===== src/rtl/alu_slice_pkg.sv =====
package alu_slice_pkg;

  // Select code; bit 0 inverts A, bit 1 admits B.
  typedef enum logic [1:0] {
    SEL_PASS_A = 2'b00,
    SEL_NOT_A  = 2'b01,
    SEL_WITH_B = 2'b10,
    SEL_NOTA_B = 2'b11
  } alu_sel_e;

  // Gating controls shared by every cell.
  typedef struct packed {
    logic a_invert;
    logic b_admit;
    logic carry_admit;
  } cell_ctrl_t;

endpackage


===== src/rtl/alu_op_decode.sv =====
module alu_op_decode
  import alu_slice_pkg::*;
(
  input  logic       arith_mode,
  input  logic [1:0] op_sel,
  output cell_ctrl_t ctrl
);

  alu_sel_e sel_code;

  always_comb begin
    sel_code         = alu_sel_e'(op_sel);
    ctrl.a_invert    = (sel_code == SEL_NOT_A)  || (sel_code == SEL_NOTA_B);
    ctrl.b_admit     = (sel_code == SEL_WITH_B) || (sel_code == SEL_NOTA_B);
    ctrl.carry_admit = arith_mode;
  end

  always_comb begin
    if (!op_sel[1]) assert (!ctrl.b_admit) else $error("AST_B_BLOCKED");
    if (!arith_mode) assert (!ctrl.carry_admit) else $error("AST_CARRY_BLOCKED");
  end

endmodule


===== src/rtl/alu_bit_cell.sv =====
module alu_bit_cell
  import alu_slice_pkg::*;
(
  input  cell_ctrl_t ctrl,
  input  logic       a_bit,
  input  logic       b_bit,
  input  logic       c_in,
  output logic       f_bit,
  output logic       c_out
);

  logic a_eff, b_eff, c_eff, half_sum;

  always_comb begin
    a_eff    = a_bit ^ ctrl.a_invert;
    b_eff    = b_bit & ctrl.b_admit;
    c_eff    = c_in & ctrl.carry_admit;
    half_sum = a_eff ^ b_eff;
    f_bit    = half_sum ^ c_eff;
    c_out    = ctrl.carry_admit & ((a_eff & b_eff) | (c_eff & half_sum));
  end

  always_comb begin
    if (!ctrl.carry_admit)
      assert (f_bit == ((a_bit ^ ctrl.a_invert) ^ (b_bit & ctrl.b_admit)))
        else $error("AST_CELL_IGNORES_CIN");
  end

endmodule


===== src/rtl/alu_slice_array.sv =====
module alu_slice_array
  import alu_slice_pkg::*;
#(
  parameter int WIDTH = 4
) (
  input  logic             arith_mode,
  input  logic [1:0]       op_sel,
  input  logic             carry_in,
  input  logic [WIDTH-1:0] opa,
  input  logic [WIDTH-1:0] opb,
  output logic [WIDTH-1:0] result,
  output logic             carry_out
);

  localparam int CHAIN_LEN = WIDTH + 1;

  cell_ctrl_t           ctrl;
  logic [CHAIN_LEN-1:0] chain;

  alu_op_decode u_decode (
    .arith_mode (arith_mode),
    .op_sel     (op_sel),
    .ctrl       (ctrl)
  );

  assign chain[0] = carry_in;

  for (genvar i = 0; i < WIDTH; i++) begin : g_cell
    alu_bit_cell u_cell (
      .ctrl  (ctrl),
      .a_bit (opa[i]),
      .b_bit (opb[i]),
      .c_in  (chain[i]),
      .f_bit (result[i]),
      .c_out (chain[i+1])
    );
  end

  assign carry_out = chain[WIDTH];

  // Reference sum built with a wide adder, independent of the cell chain.
  logic [WIDTH:0] ref_sum;
  always_comb begin
    ref_sum = {1'b0, opa ^ {WIDTH{op_sel[0]}}}
            + {1'b0, opb & {WIDTH{op_sel[1]}}}
            + {{WIDTH{1'b0}}, carry_in};
  end

  always_comb begin
    if (!arith_mode) begin
      assert (carry_out == 1'b0) else $error("AST_LOGIC_NO_CARRY");
      assert (result == ((opa ^ {WIDTH{op_sel[0]}}) ^ (opb & {WIDTH{op_sel[1]}})))
        else $error("AST_LOGIC_BITWISE");
    end else begin
      assert (result == ref_sum[WIDTH-1:0]) else $error("AST_ARITH_SUM");
      assert (carry_out == ref_sum[WIDTH]) else $error("AST_ARITH_CARRY");
    end
  end

endmodule


===== config.mk =====
export PLATFORM = sky130hd
export DESIGN_NAME = alu_slice_array
export DESIGN_NICKNAME = d
export VERILOG_FILES = /design/src/rtl/alu_slice_pkg.sv /design/src/rtl/alu_op_decode.sv /design/src/rtl/alu_bit_cell.sv /design/src/rtl/alu_slice_array.sv
export SDC_FILE = /design/constraint.sdc
export NUM_CORES = 1
export LEC_CHECK = 0
export BUFFER_PORTS_ARGS = -buffer_cell sky130_fd_sc_hd__buf_2
export CAP_MARGIN = 20
export CORE_AREA = 3 3 40 42
export DETAILED_ROUTE_END_ITERATION = 12
export DIE_AREA = 0 0 43 45
export PLACE_DENSITY = 0.38
export SYNTH_ARGS = -nofsm -noshare
export SYNTH_HDL_FRONTEND = slang
export SYNTH_SLANG_ARGS = --single-unit

===== constraint.sdc =====
create_clock -name vclk -period 3.32
set_input_delay 0.498 -clock vclk [all_inputs]
set_output_delay 0.498 -clock vclk [all_outputs]
set_load 0.05 [all_outputs]

==> impl_metrics.tcl <==
set metrics [dict create \
    syn_area_um2 201.4 \
    drv_cap 0 \
    synth_top_cell_area_share 0.3975 \
    drc 0 \
    grt_pass1_vias 229 \
    max-slew-margin-rel 0.8255 \
    stdcell_area_um2 316.6 \
    postRouteAntennaNets 0 \
    synth_nets 39 \
    initial_core_util 0.1568 \
    place_congestion 0.5889 \
    fillers 156 \
    grt_start_max_net_pins 5 \
    irDropWorstVdd_uv 48.78 \
    powerDensity_nw_per_um2 273.8 \
    fp.dieW_um 43 \
    min_to "result[3]" \
    ff_latch_area_um2 0 \
    nets 57 \
    min_path_cells 5 \
    io_buffers 17 \
    tightest_slew_ps 259.9 \
    routedWlPerCell_um 8.741 \
    antenna_found_initial 0 \
    period_minus_slack_ps 3223 \
    critPathCaptureType "output port" \
    period_share 0.9709 \
    placed_cell_area_um2 297.8 \
    ys_top_cells_by_area "fa_1 40%, buf_4 15%, and2_1 12%, xnor2_1 8.7%, xor2_1 8.7%" \
    area_delta_synth_final_pct 57.14 \
    wl_um 472 \
    io_pins 17 \
    grt.overflow.total 0 \
    ys_types 9 \
    multi_input_area_um2 176.4 \
    startpoint_type "input port" \
    dp_hpwl_um 471.1 \
    whs_ps 1502 \
    ys.warnings.count 0 \
    grt.total_usage 0.04841 \
    post_cts_buffers 0 \
    hold_path_class "in -> out" \
    worstSetupPathType "in -> out" \
    rows 13 \
    most-common-layout-cells "16 x buf_2, 3 x and2_1, 3 x nand2_1, 3 x fa_1, 3 x buf_4" \
    fmax_mhz 310.2 \
    ys_seq_area_frac 0 \
    holdBufCountCts 0 \
    drv_slew 0 \
    drt_iter0_drc 0 \
    hold_viol 0 \
    leakage_uw 0.0001661 \
    seq_cells 0 \
    grt_pass1_wl_um 745 \
    path_max_fanout 2 \
    drtPass1Iterations 1 \
    yosys.area.top_type "fa_1" \
    status "finished, final reports clean" \
    via_per_inst 3.537 \
    syn_inst 23 \
    setup_viol 0 \
    core_area_um2 1285 \
    mostFrequentLayoutCell "buf_2" \
    post_cts_resized 0 \
    diodes 0 \
    cp.required_ps 2820 \
    syn_avg_cell_area_um2 8.758 \
    drive_gt1_frac 0.5897 \
    utilization 0.2463 \
    num_vias 191 \
    die-height_um 45 \
    dieArea_um2 1935 \
    crit_arrival_ps 2730 \
    nClkBuffers 0 \
    min_from "opb[3]" \
]
==> worst max-delay path: stages <==
cell and delay [ps]:
buf_2 110, xor2_1 170, fa_1 420, and2_4 170, fa_1 340, nand2_1 90
fa_2 190, nand2b_4 110, fa_1 400, inv_1 70, buf_6 150
==> worst max-delay path by stage <==
stage / to / slack (ps) / depth (start not counted) / from
final: result[3] / 100 / 11 / op_sel[0]
after CTS: result[3] / 10 / 11 / op_sel[0]
after floorplan: carry_out / 70 / 9 / op_sel[0]
after global placement: result[3] / 40 / 11 / op_sel[0]
after detailed placement: result[3] / 20 / 11 / op_sel[0]
after global routing: result[3] / -3 / 11 / op_sel[0]
==> per-layer routing <==
layer	routed length, um	vias to the layer above	GRT usage	share of wire
met5	0	-	0	0
met4	0	0	0	0
met3	21	0	0.003984	0.044
met2	335	3	0.1317	0.71
met1	116	93	0.03155	0.25
li1	-	95	-	-
==> kinds of logic (layout without fill, tap and decap cells) <==
family | count (synthesis) | count (layout) | share of synthesized area
and+or+nand+nor | 9 | 9 | 0.2423
buffers and inverters | 6 | 22 | 0.1864
adders and majority gates | 4 | 4 | 0.3975
xor gates and xnor gates | 4 | 4 | 0.1739
==> per-stage QoR <==
stage	setup slack, ps	setup TNS (ps)	cells	power (uW)
floorplan	69.86	0	23	72.03
global placement	38.12	0	54	81.56
detailed placement	15.85	0	54	82.53
CTS	12.61	0	54	82.59
global route	-3.248	-3.248	54	94.43
finish	96.50	0	54	86.67
==> synth_stat cells <==
library cell  instances
buf_4                 4
inv_1                 2
fa_1                  4
nand2_1               3
xor2_1                2
and2_1                4
xnor2_1               2
nor2b_1               1
nand2b_1              1
==> power by group <==
group	internal [uW]	leakage, uW	switching [uW]	total [uW]
combinational	28.7	0.000166	58.0	86.7
sequential	0	0	0	0
clock	0	0	0	0
total	28.7	0.000166	58.0	86.7
==> cell type report <==
class                           count  share of cell area
Inverter                            2             0.02372
Multi-Input combinational cell     17              0.5573
Timing Repair Buffer               20              0.3597
Tap cell                           15             0.05929
Power figures use the tool's default switching activity.
